--- config.mk ---
export PLATFORM = sky130hd
export DESIGN_NAME = xlat_result_reg
export DESIGN_NICKNAME = d
export VERILOG_FILES = /design/src/rtl/xrr_pkg.sv /design/src/rtl/xrr_op_seq.sv /design/src/rtl/xrr_fmt.sv /design/src/rtl/xrr_store.sv /design/src/rtl/xlat_result_reg.sv
export SDC_FILE = /design/constraint.sdc
export NUM_CORES = 1
export LEC_CHECK = 0
export BUFFER_PORTS_ARGS = -buffer_cell sky130_fd_sc_hd__buf_2
export CAP_MARGIN = 20
export CORE_AREA = 2 2 102 104
export DETAILED_ROUTE_END_ITERATION = 10
export DIE_AREA = 0 0 104 106
export PLACE_DENSITY_LB_ADDON = 0.2
export SLEW_MARGIN = 20
export SYNTH_ARGS = -nofsm -noshare
export SYNTH_HDL_FRONTEND = slang
export SYNTH_SLANG_ARGS = --single-unit
--- constraint.sdc ---
create_clock -name clk -period 1.5 [get_ports clk]
set_clock_uncertainty 0.05 [all_clocks]
set_input_delay 0.3 -clock clk [delete_from_list [all_inputs] [get_ports clk]]
set_output_delay 0.3 -clock clk [all_outputs]
set_load 0.03 [all_outputs]
--- src/rtl/xrr_pkg.sv ---
package xrr_pkg;
  typedef enum logic [1:0] {
    SQ_IDLE = 2'd0,
    SQ_REQ  = 2'd1,
    SQ_WAIT = 2'd2
  } sq_state_t;

  localparam logic [31:0] SHORT_MASK_NEW = 32'hFFFF_F6FF;
  localparam logic [31:0] SHORT_MASK_OLD = 32'hFFFF_F1FF;
endpackage

--- src/rtl/xrr_op_seq.sv ---
module xrr_op_seq
  import xrr_pkg::*;
#(
  parameter int VA_W  = 32,
  parameter int SEL_W = 2
) (
  input  logic             clk,
  input  logic             rst_n,
  input  logic             op_valid,
  output logic             op_ready,
  input  logic [VA_W-1:0]  op_va,
  input  logic [SEL_W-1:0] op_sel,
  output logic             wreq_valid,
  input  logic             wreq_ready,
  output logic [VA_W-1:0]  wreq_va,
  output logic             wreq_write,
  output logic             wreq_user,
  input  logic             wrsp_valid,
  output logic             wrsp_ready,
  output logic             load
);
  sq_state_t state_q;
  logic [VA_W-1:0] va_q;
  logic            wr_q;
  logic            usr_q;

  always_ff @(posedge clk) begin
    if (!rst_n) begin
      state_q <= SQ_IDLE;
      va_q    <= '0;
      wr_q    <= 1'b0;
      usr_q   <= 1'b0;
    end else begin
      unique case (state_q)
        SQ_IDLE: if (op_valid) begin
          state_q <= SQ_REQ;
          va_q    <= op_va;
          wr_q    <= op_sel[0];
          usr_q   <= op_sel[1];
        end
        SQ_REQ:  if (wreq_ready) state_q <= SQ_WAIT;
        SQ_WAIT: if (wrsp_valid) state_q <= SQ_IDLE;
        default: state_q <= SQ_IDLE;
      endcase
    end
  end

  assign op_ready   = (state_q == SQ_IDLE);
  assign wreq_valid = (state_q == SQ_REQ);
  assign wrsp_ready = (state_q == SQ_WAIT);
  assign wreq_va    = va_q;
  assign wreq_write = wr_q;
  assign wreq_user  = usr_q;
  assign load       = wrsp_ready && wrsp_valid;

  assert_req_hold_R2: assert property (@(posedge clk) disable iff (!rst_n)
    wreq_valid && !wreq_ready |=> wreq_valid && $stable(wreq_va)
      && $stable(wreq_write) && $stable(wreq_user));

  assert_accept_fwd_R2: assert property (@(posedge clk) disable iff (!rst_n)
    op_valid && op_ready |=> wreq_valid && wreq_va == $past(op_va)
      && wreq_user == $past(op_sel[1]) && wreq_write == $past(op_sel[0]));

  assert_single_pending_R3: assert property (@(posedge clk) disable iff (!rst_n)
    (wreq_valid || wrsp_ready) |-> !op_ready);
endmodule

--- src/rtl/xrr_fmt.sv ---
module xrr_fmt #(
  parameter int PA_W  = 40,
  parameter int ST_W  = 13,
  parameter int RES_W = 64
) (
  input  logic             long_fmt,
  input  logic             new_arch,
  input  logic             fault,
  input  logic             super_sec,
  input  logic [ST_W-1:0]  status,
  input  logic [PA_W-1:0]  pa,
  output logic [RES_W-1:0] value
);
  localparam int PG_LSB = 12;
  localparam int SS_LSB = 24;
  localparam int SHORT_TOP = 31;

  always_comb begin
    value = '0;
    if (long_fmt) begin
      value[11] = 1'b1;
      if (fault) begin
        value[0]   = 1'b1;
        value[6:1] = status[5:0];
      end else begin
        value[PA_W-1:PG_LSB] = pa[PA_W-1:PG_LSB];
      end
    end else if (fault) begin
      value[0]   = 1'b1;
      value[4:1] = status[3:0];
      value[5]   = status[10];
      value[6]   = status[12];
    end else if (super_sec && new_arch) begin
      value[SHORT_TOP:SS_LSB] = pa[SHORT_TOP:SS_LSB];
      value[1] = 1'b1;
    end else begin
      value[SHORT_TOP:PG_LSB] = pa[SHORT_TOP:PG_LSB];
    end
  end
endmodule

--- src/rtl/xrr_store.sv ---
module xrr_store
  import xrr_pkg::*;
#(
  parameter int RES_W = 64
) (
  input  logic             clk,
  input  logic             rst_n,
  input  logic             long_fmt,
  input  logic             new_arch,
  input  logic             load,
  input  logic [RES_W-1:0] load_val,
  input  logic             wr32,
  input  logic             wr64,
  input  logic [RES_W-1:0] wdata,
  output logic [RES_W-1:0] result
);
  localparam int HALF = RES_W / 2;

  logic [HALF-1:0] lo_mask;
  logic [RES_W-1:0] reg_q;

  assign lo_mask = long_fmt ? '1 : (new_arch ? SHORT_MASK_NEW : SHORT_MASK_OLD);

  always_ff @(posedge clk) begin
    if (!rst_n) begin
      reg_q <= '0;
    end else if (load) begin
      reg_q <= load_val;
    end else if (wr64) begin
      reg_q <= wdata;
    end else if (wr32) begin
      reg_q[HALF-1:0] <= wdata[HALF-1:0] & lo_mask;
    end
  end

  assign result = reg_q;

  assert_hold_R4: assert property (@(posedge clk) disable iff (!rst_n)
    !load && !wr32 && !wr64 |=> $stable(result));

  assert_long_bit11_R5: assert property (@(posedge clk) disable iff (!rst_n)
    load && long_fmt |=> result[11]);

  assert_wr64_R12: assert property (@(posedge clk) disable iff (!rst_n)
    wr64 && !load |=> result == $past(wdata));

  assert_wr32_upper_R10: assert property (@(posedge clk) disable iff (!rst_n)
    wr32 && !wr64 && !load |=> result[RES_W-1:HALF] == $past(result[RES_W-1:HALF]));
endmodule

--- src/rtl/xlat_result_reg.sv ---
module xlat_result_reg #(
  parameter int VA_W  = 32,
  parameter int PA_W  = 40,
  parameter int ST_W  = 13,
  parameter int RES_W = 64
) (
  input  logic             clk,
  input  logic             rst_n,
  input  logic             long_fmt,
  input  logic             new_arch,
  input  logic             op_valid,
  output logic             op_ready,
  input  logic [VA_W-1:0]  op_va,
  input  logic [1:0]       op_sel,
  output logic             wreq_valid,
  input  logic             wreq_ready,
  output logic [VA_W-1:0]  wreq_va,
  output logic             wreq_write,
  output logic             wreq_user,
  input  logic             wrsp_valid,
  output logic             wrsp_ready,
  input  logic             wrsp_fault,
  input  logic             wrsp_super,
  input  logic [ST_W-1:0]  wrsp_status,
  input  logic [PA_W-1:0]  wrsp_pa,
  input  logic             reg_wr32,
  input  logic             reg_wr64,
  input  logic [RES_W-1:0] reg_wdata,
  output logic [RES_W-1:0] result
);
  logic             load;
  logic [RES_W-1:0] fmt_val;

  xrr_op_seq #(.VA_W(VA_W), .SEL_W(2)) u_seq (
    .clk(clk), .rst_n(rst_n),
    .op_valid(op_valid), .op_ready(op_ready), .op_va(op_va), .op_sel(op_sel),
    .wreq_valid(wreq_valid), .wreq_ready(wreq_ready), .wreq_va(wreq_va),
    .wreq_write(wreq_write), .wreq_user(wreq_user),
    .wrsp_valid(wrsp_valid), .wrsp_ready(wrsp_ready), .load(load)
  );

  xrr_fmt #(.PA_W(PA_W), .ST_W(ST_W), .RES_W(RES_W)) u_fmt (
    .long_fmt(long_fmt), .new_arch(new_arch), .fault(wrsp_fault),
    .super_sec(wrsp_super), .status(wrsp_status), .pa(wrsp_pa), .value(fmt_val)
  );

  xrr_store #(.RES_W(RES_W)) u_store (
    .clk(clk), .rst_n(rst_n), .long_fmt(long_fmt), .new_arch(new_arch),
    .load(load), .load_val(fmt_val), .wr32(reg_wr32), .wr64(reg_wr64),
    .wdata(reg_wdata), .result(result)
  );
endmodule

==> results of run 1 <==
## final cells by class
cell class,count,share of cell area
Clock buffer,10,0.0236
Tap cell,136,0.0291
Clock inverter,5,0.0143
Inverter,1,0.000643
Timing Repair Buffer,265,0.253
Sequential cell,100,0.344
Multi-Input combinational cell,318,0.335
## cell families (layout without fill, tap and decap cells)
group | count (synthesis) | after routing
compound gates | 102 | 102
flops | 100 | 100
simple gates | 168 | 168
mux | 48 | 48
buf+inv | 37 | 281
## worst min-delay path: stages
cell and delay, ns:
buf_2 0.09, nand2_1 0.04, a21boi_1 0.04
## metrics by stage
stage                     hold slack [ns]  area (um^2)  power [W]
after floorplan                     0.384         4190    0.00380
after detailed placement            0.393         5580    0.00429
after CTS                           0.100         5820    0.00620
after global routing                0.110         5840    0.00644
after global placement              0.388         5580    0.00426
final                               0.124         5840    0.00612
## per-layer routing
metal / vias up / part of all wire
met1: 1850 / 0.41
met5: - / 0
met3: 16 / 0.065
li1: 2032 / -
met2: 135 / 0.51
met4: 0 / 0.016
## power breakdown
part           internal, W  switching (W)
registers          0.00283      0.0000853
logic             0.000527       0.000790
clock network     0.000983       0.000907
## state kept, by name (all words and copies together) (netlist names)
| name | flops |
|---|---|
| u_seq.wreq_write | 1 |
| u_store.result | 64 |
| u_seq.wreq_va | 32 |
| u_seq.wreq_user | 1 |
| u_seq.state_q | 2 |
## layout by cell type, fill, tap and decap left out, types with 3 or more instances in the layout
cell | netlist | layout
clkbuf_8 | 0 | 10
o21ai_0 | 9 | 9
buf_2 | 7 | 242
o221a_2 | 3 | 3
nand3_1 | 22 | 22
a21oi_1 | 23 | 23
buf_4 | 9 | 14
a21boi_0 | 25 | 25
nand2_1 | 91 | 91
o21a_1 | 6 | 6
and3_1 | 6 | 6
mux2i_1 | 38 | 38
buf_12 | 0 | 7
nor2b_1 | 14 | 12
o22ai_1 | 12 | 12
dfxtp_1 | 100 | 98
a21boi_1 | 17 | 17
mux2_2 | 10 | 10
nor2_1 | 25 | 24
## how the worst min path moves through the flow
stage	endpoint	from
final	u_seq.wreq_va[4]$_SDFFE_PN0P_	op_va[4]
after global routing	u_seq.wreq_va[4]$_SDFFE_PN0P_	op_va[4]
after CTS	u_seq.wreq_va[4]$_SDFFE_PN0P_	op_va[4]
after detailed placement	u_store.result[10]$_SDFFE_PP0P_	u_store.result[10]$_SDFFE_PP0P_
after global placement	u_store.result[9]$_SDFFE_PP0P_	u_store.result[9]$_SDFFE_PP0P_
after floorplan	u_store.result[0]$_SDFFE_PN0P_	reg_wdata[0]
==> results.tsv, run 1 <==
stage	metric	value	unit
placement	dp.cells	820	
routing	drt_iter0_drc	169	
timing	hold_viol_final	0	
logic_synthesis	ys_ff_latch	100	
finish	antennaDiodeCount	0	
cts	postCtsSetupRepairBufs	0	
logic_synthesis	synth_edf_count	0	
logic_synthesis	synth-async-reset-ratio	0	
finish	multi_input_comb_area	1960	um^2
logic_synthesis	synthesis.nets	617	
cts	cts-resized-gates	7	
global_routing	grt_max_degree	42	
floorplanning	design.core.area	10000	um^2
logic_synthesis	synth_mux_area_frac	0.118	
routing	vias	4033	
finish	fill_cells	944	
routing	drc	0	
logic_synthesis	ys_types	35	
placement	post-place-ws	0.0508	ns
finish	fin_nets	857	
finish	syn2layout_area_growth	39.5	%
logic_synthesis	synth.top_cells.by_count	100 x dfxtp_1, 91 x nand2_1, 38 x mux2i_1	
cts	cts-root-buf	clkbuf_8	
worst_hold_path	min_path_type	in2reg	
global_routing	grt_first_pass_wirelength	18700	um
timing	timing.setup.tns	0	ns
logic_synthesis	synthTopCellsByArea	dfxtp_1 48%, mux2i_1 9.1%, nand2_1 8.2%	
global_routing	grt_use_met3	0.0515	
routing	drt_pre_antenna_iters	4	
timing	layout_min_cycle_time	1.46	ns
logic_synthesis	synth_top_cell_area_share	0.478	
global_routing	antenna_found_initial	0	
logic_synthesis	yosysMostFrequentCell	dfxtp_1	
cts	cts_buffers	9	
floorplanning	dieArea	11000	um^2
critical_path	max_stage_delay	0.37	ns
critical_path	worst_setup_path_end_kind	primary output	
floorplanning	fp-row-count	37	
finish	drive_above_1_share	0.431	
critical_path	crit_fanout	6	
critical_path	cp_cell_sequence	buf_4 -> nor2_2 -> buf_6	
floorplanning	die_height	106	um
logic_synthesis	synth_cells	455	
finish	seqCellArea	2010	um^2
placement	hpwlAfterDp	8890	um
logic_synthesis	synth_top_family_by_area	simple AND/OR/NAND/NOR gates	
floorplanning	initial_utilization	0.419	
logic_synthesis	synth_top_flop_cell	dfxtp_1	
routing	routed_via_density	4.83	
outcome	status	completed	
routing	finalWirelength	11800	um
global_routing	grt_use_met2	0.367	
critical_path	path_class	reg2out	
cts	cts_max_path_buffers	2	
critical_path	r2r-start	u_seq.state_q[0]$_SDFFE_PN0P_	
critical_path	reg2reg_to	u_store.result[3]$_SDFFE_PN0P_	
cts	clk_latency	0.34	ns
critical_path	crit_start	u_seq.state_q[1]$_SDFFE_PN0P_	
logic_synthesis	synth_fa_ha_area_frac	0	
critical_path	path_depth	3	
placement	gp_congestion	0.790	
floorplanning	die_w	104	um
timing	maxSlewViolCount	0	
timing	rsz0062_at_grt	true	
flow_run	max-cap-violations	0	
cts	clock-sinks	100	
timing	setup_ws	0.0438	ns
power_and_ir_drop	ir_drop	0.535	mV
finish	final_util	0.584	
routing	antenna_left	0	
global_routing	grt_pass1_vias	3834	
timing	worstMarginPinSlew	0.306	ns
worst_hold_path	min_path_cells	3	
timing	setup_violations	0	
power_and_ir_drop	power.density	1050	nW/um^2
timing	min_period_over_period	0.971	
critical_path	r2r_cells	4	
critical_path	cpMaxStageDelayCell	dfxtp_4	
cts	path_clk_slew	0.10	ns
timing	relSlewSlack	0.796	
placement	portBuffers	245	
critical_path	startpoint_type	register	
critical_path	path_buf_inv	2	
logic_synthesis	synth-simple-area-share	0.181	
critical_path	reg2reg_setup_slack	0.13	ns
power_and_ir_drop	p_leak	2.96	nW
logic_synthesis	avgSynthCellArea	9.21	um^2
logic_synthesis	ys_seq_area_frac	0.478	
critical_path	crit_required	1.15	ns
finish	layout.cells.non_filler	835	
critical_path	cp_top_family	flip-flops	
logic_synthesis	synth_compound_area_frac	0.165	
cts	cts_hold_buf	0	
logic_synthesis	yosysTopAreaCell	dfxtp_1	
global_routing	use_met1	0.248	
logic_synthesis	syn_area	4190	um^2
logic_synthesis	synth_xor_area_frac	0	
floorplanning	io_pins	263	
critical_path	crit_arrival	1.11	ns
global_routing	track_usage	0.208	
routing	routedWlPerCell	14.2	um
critical_path	endpoint	op_ready	
global_routing	grt_overflow	0	
cts	cts_tree	built	
timing	max_freq	687	MHz
cts	cts-htree-levels	3	
global_routing	busiest_layer	met2	
logic_synthesis	ys_warn_count	0	
No activity file was read; power rests on OpenSTA's default activity.
==> run 2, diff against run 1 <==
--- a/config.mk
+++ b/config.mk
@@ -10,7 +10,10 @@
 export CORE_AREA = 2 2 102 104
 export DETAILED_ROUTE_END_ITERATION = 10
 export DIE_AREA = 0 0 104 106
+export HOLD_SLACK_MARGIN = 0.06
 export PLACE_DENSITY_LB_ADDON = 0.2
+export SETUP_SLACK_MARGIN = 0.2
+export SKIP_CTS_REPAIR_TIMING = 1
 export SLEW_MARGIN = 20
 export SYNTH_ARGS = -nofsm -noshare
 export SYNTH_HDL_FRONTEND = slang
==> results.tsv, run 2 (synthesis results as in run 1) <==
stage	metric	value	unit
outcome	status	complete, but fails checks	
outcome	violations	setup timing	
cts	clk_latency	0.35	ns
global_routing	grt_overflow	0	
cts	cts_buffers	9	
critical_path	max_stage_delay	0.36	ns
worst_hold_path	min_path_cells	3	
power_and_ir_drop	ir_drop	0.519	mV
routing	drt_iter0_drc	178	
finish	drive_above_1_share	0.453	
worst_hold_path	hold_start	reg_wdata[24]	
timing	setup_violations	1	
routing	routed_via_density	4.88	
critical_path	r2r-start	u_seq.state_q[1]$_SDFFE_PN0P_	
worst_hold_path	min_path_type	in2reg	
floorplanning	design.core.area	10000	um^2
floorplanning	die_height	106	um
finish	fin_nets	863	
placement	dp.cells	820	
critical_path	path_buf_inv	2	
routing	drc	0	
timing	worstMarginPinSlew	0.336	ns
routing	antenna_left	0	
power_and_ir_drop	p_leak	3.00	nW
critical_path	crit_arrival	1.16	ns
placement	portBuffers	245	
floorplanning	io_pins	263	
critical_path	worst_setup_path_end_kind	primary output	
flow_run	max-cap-violations	0	
floorplanning	fp-row-count	37	
timing	maxSlewViolCount	0	
placement	hpwlAfterDp	9050	um
finish	final_common_cell	buf_2	
timing	hold_viol_final	0	
global_routing	track_usage	0.211	
power_and_ir_drop	power.density	1020	nW/um^2
critical_path	cp_common_cell	buf_6	
timing	rsz0062_at_grt	true	
critical_path	crit_fanout	4	
cts	clock-sinks	100	
critical_path	startpoint_type	register	
cts	path_clk_slew	0.10	ns
timing	max_freq	663	MHz
finish	layout.cells.non_filler	843	
timing	min_period_over_period	1.01	
cts	cts-htree-levels	3	
finish	final_util	0.608	
global_routing	grt_pass1_vias	3849	
critical_path	path_class	reg2out	
critical_path	reg2reg_setup_slack	0.08	ns
routing	vias	4112	
floorplanning	dieArea	11000	um^2
global_routing	antenna_found_initial	1	
global_routing	grt_max_degree	42	
critical_path	reg2reg_to	u_seq.wreq_va[15]$_SDFFE_PN0P_	
timing	layout_min_cycle_time	1.51	ns
finish	layout_common_cells	214 x buf_2, 98 x dfxtp_1, 90 x nand2_1	
worst_hold_path	min_to	u_store.result[24]$_SDFFE_PN0P_	
critical_path	crit_required	1.15	ns
critical_path	r2r_cells	5	
floorplanning	die_w	104	um
routing	routedWlPerCell	14.5	um
timing	relSlewSlack	0.776	
routing	finalWirelength	12300	um
global_routing	grt_first_pass_wirelength	18800	um
cts	cts_tree	built	
cts	cts_max_path_buffers	2	
critical_path	cpMaxStageDelayCell	dfxtp_2	
finish	largest_reg_flops	64	
timing	setup_ws	-0.00817	ns
finish	syn2layout_area_growth	45.2	%
placement	dpl_cell_area	5570	um^2
routing	drt_pre_antenna_iters	4	
floorplanning	initial_utilization	0.419	
critical_path	cp_cell_sequence	buf_6 -> nor2b_4 -> buf_6	
finish	postLayoutCellArea	6080	um^2
critical_path	cp_top_family	flip-flops	
placement	gp_congestion	0.822	
cts	cts-root-buf	clkbuf_8	
[run 2: where the power goes]
group | internal (W) | switching [W] | total [W]
registers | 0.00283 | 0.0000880 | 0.00292
clock network | 0.000986 | 0.000935 | 0.00192
logic | 0.000574 | 0.000807 | 0.00138
total | 0.00439 | 0.00183 | 0.00622
[run 2: worst reg2reg max path: cells and delay by family (launching register included)]
family / cells / cell delay, ns
AND/OR/NAND/NOR: 2 / 0.48
flip-flops: 1 / 0.36
buffers and inverters: 2 / 0.33
AO/OA/AOI/OAI: 1 / 0.09
[run 2: final cells by class]
cell class / count / area (um^2)
Antenna cell: 1 / 2.50
Clock buffer: 10 / 138
Clock inverter: 6 / 86.3
Fill cell: 924 / 3920
Inverter: 1 / 3.75
Multi-Input combinational cell: 318 / 2040
Sequential cell: 100 / 2010
Tap cell: 136 / 170
Timing Repair Buffer: 271 / 1640
[run 2: stage by stage]
| step | power [W] | setup WS, ns | hold WS, ns | TNS (ns) |
|---|---|---|---|---|
| after CTS | 0.00621 | -0.217 | 0.0969 | -0.409 |
| after floorplan | 0.00380 | 0.194 | 0.384 | 0 |
| after detailed placement | 0.00429 | 0.0735 | 0.392 | 0 |
| final | 0.00622 | -0.00817 | 0.112 | -0.00817 |
| after global placement | 0.00426 | 0.0954 | 0.386 | 0 |
| after global routing | 0.00649 | -0.0707 | 0.0951 | -0.106 |
[run 2: worst max path at each step]
| stage | startpoint | endpoint | cells past startpoint |
|---|---|---|---|
| 6_report | u_seq.state_q[0]$_SDFFE_PN0P_ | wreq_valid | 3 |
| 5_1_grt | u_seq.state_q[0]$_SDFFE_PN0P_ | wreq_valid | 3 |
| 4_1_cts | u_seq.state_q[1]$_SDFFE_PN0P_ | wrsp_ready | 3 |
| 3_5_place_dp | reg_wr64 | u_store.result[2]$_SDFFE_PN0P_ | 4 |
| 3_3_place_gp | reg_wr64 | u_store.result[4]$_SDFFE_PN0P_ | 4 |
| 2_1_floorplan | u_seq.state_q[0]$_SDFFE_PN0P_ | u_store.result[2]$_SDFFE_PN0P_ | 4 |
[run 2: routing by layer]
metal,global-route usage,part of all wire
met1,0.254,0.41
met2,0.366,0.51
met3,0.0466,0.059
met4,0.0898,0.019
met5,0,0
==> run 3, diff against run 2 <==
--- a/config.mk
+++ b/config.mk
@@ -5,11 +5,11 @@
 export SDC_FILE = /design/constraint.sdc
 export NUM_CORES = 1
 export LEC_CHECK = 0
-export BUFFER_PORTS_ARGS = -buffer_cell sky130_fd_sc_hd__buf_2
 export CAP_MARGIN = 20
-export CORE_AREA = 2 2 102 104
+export CORE_AREA = 4 4 104 106
 export DETAILED_ROUTE_END_ITERATION = 10
-export DIE_AREA = 0 0 104 106
+export DIE_AREA = 0 0 108 110
+export DONT_BUFFER_PORTS = 1
 export HOLD_SLACK_MARGIN = 0.06
 export PLACE_DENSITY_LB_ADDON = 0.2
 export SETUP_SLACK_MARGIN = 0.2
==> results.tsv, run 3 (synthesis results as in run 1) <==
stage	metric	value	unit
outcome	status	completed	
cts	cts_tree	built	
finish	layout.cells.non_filler	671	
power_and_ir_drop	power.density	1040	nW/um^2
critical_path	crit_fanout	5	
finish	fin_nets	697	
critical_path	worst_setup_path_end_kind	primary output	
floorplanning	fp-row-count	36	
routing	drt_iter0_drc	273	
global_routing	grt_first_pass_wirelength	16700	um
placement	gp_congestion	0.751	
critical_path	cp_common_cell	buf_6	
cts	cts-htree-levels	3	
critical_path	path_depth	3	
worst_hold_path	min_path_cells	2	
finish	postLayoutCellArea	5380	um^2
timing	worstMarginPinSlew	0.660	ns
finish	final_common_cell	dfxtp_1	
critical_path	crit_arrival	1.10	ns
cts	cts_max_path_buffers	2	
placement	dp.cells	577	
cts	clock-sinks	100	
finish	layout_common_cells	98 x dfxtp_1, 91 x nand2_1, 75 x dlygate4sd3_1	
finish	drive_above_1_share	0.119	
placement	portBuffers	0	
cts	cts_buffers	9	
cts	path_clk_slew	0.09	ns
cts	clk_latency	0.35	ns
critical_path	path_class	reg2out	
routing	vias	3578	
global_routing	track_usage	0.181	
cts	cts-root-buf	clkbuf_8	
placement	dpl_cell_area	4360	um^2
timing	rsz0062_at_grt	true	
power_and_ir_drop	ir_drop	0.532	mV
finish	syn2layout_area_growth	28.5	%
timing	max_freq	688	MHz
floorplanning	die_w	108	um
critical_path	reg2reg_setup_slack	0.09	ns
timing	relSlewSlack	0.559	
timing	min_period_over_period	0.969	
timing	setup_violations	0	
floorplanning	io_pins	263	
global_routing	grt_max_degree	74	
critical_path	startpoint_type	register	
routing	routed_via_density	5.33	
timing	maxSlewViolCount	0	
critical_path	cp_cell_sequence	buf_6 -> nor2b_4 -> buf_6	
global_routing	grt_pass1_vias	3178	
routing	wl_met2	6630	um
critical_path	r2r_cells	4	
global_routing	grt_overflow	0	
routing	wl_met1	4700	um
routing	top_layer	met4	
power_and_ir_drop	p_leak	2.22	nW
routing	finalWirelength	12800	um
finish	antennaDiodeCount	0	
floorplanning	dieArea	11900	um^2
placement	hpwlAfterDp	8480	um
power_and_ir_drop	power	0.00559	W
critical_path	cpMaxStageDelayCell	dfxtp_2	
global_routing	antenna_found_initial	0	
worst_hold_path	min_path_type	in2reg	
finish	largest_reg_flops	64	
floorplanning	initial_utilization	0.429	
flow_run	max-cap-violations	0	
timing	layout_min_cycle_time	1.45	ns
routing	drc	0	
critical_path	crit_required	1.15	ns
critical_path	path_buf_inv	2	
floorplanning	die_height	110	um
routing	antenna_left	0	
timing	hold_viol_final	0	
routing	routedWlPerCell	19.0	um
routing	drt_pre_antenna_iters	4	
floorplanning	design.core.area	9770	um^2
routing	wl_met3	1220	um
critical_path	max_stage_delay	0.35	ns
critical_path	cp_top_family	flip-flops	
==> run 3: cell type report <==
class	count	area, um^2
timing repair buffer	105	1080
clock buffer	13	159
multi-input combinational	318	1960
fill	888	4390
sequential	100	2010
inverter	1	3.75
clock inverter	1	8.76
tap	133	166
==> run 3: worst register-to-register path, cell delays in order, from the launching register on <==
cell	delay, ns
dfxtp_2	0.34
nand3b_2	0.35
buf_4	0.25
o21a_1	0.11
o221a_2	0.22
==> run 3: final timing paths <==
check | from | endpoint
setup / recovery | u_seq.state_q[0]$_SDFFE_PN0P_ | wreq_valid
setup reg to reg | u_seq.state_q[0]$_SDFFE_PN0P_ | u_store.result[4]$_SDFFE_PN0P_
hold reg to reg | u_store.result[10]$_SDFFE_PP0P_ | u_store.result[10]$_SDFFE_PP0P_
hold / removal | reg_wdata[49] | u_store.result[49]$_SDFFE_PP0P_
==> run 3: power breakdown <==
group | internal (W) | total (W) | leakage, nW | switching (W)
sequential | 0.00283 | 0.00328 | 0.827 | 0.000447
combinational | 0.000425 | 0.000778 | 1.31 | 0.000354
clock | 0.000682 | 0.00153 | 0.0856 | 0.000850
total | 0.00394 | 0.00559 | 2.22 | 0.00165
==> run 3: routing by layer <==
metal | global-route usage | vias to the layer above
li1 | - | 1715
met1 | 0.208 | 1685
met2 | 0.302 | 159
met3 | 0.0670 | 19
met4 | 0.0821 | 0
met5 | 0 | -
==> run 3: through the flow <==
stage,setup TNS [ns],setup slack (ns),utilization,hold WS [ns]
after global placement,0,0.0643,0.446,0.382
after CTS,-0.119,-0.0494,0.463,-0.00593
after detailed placement,0,0.0501,0.446,0.382
after global routing,-0.0929,-0.0209,0.551,0.0590
final,0,0.0463,0.551,0.0517
after floorplan,0,0.194,-,0.384
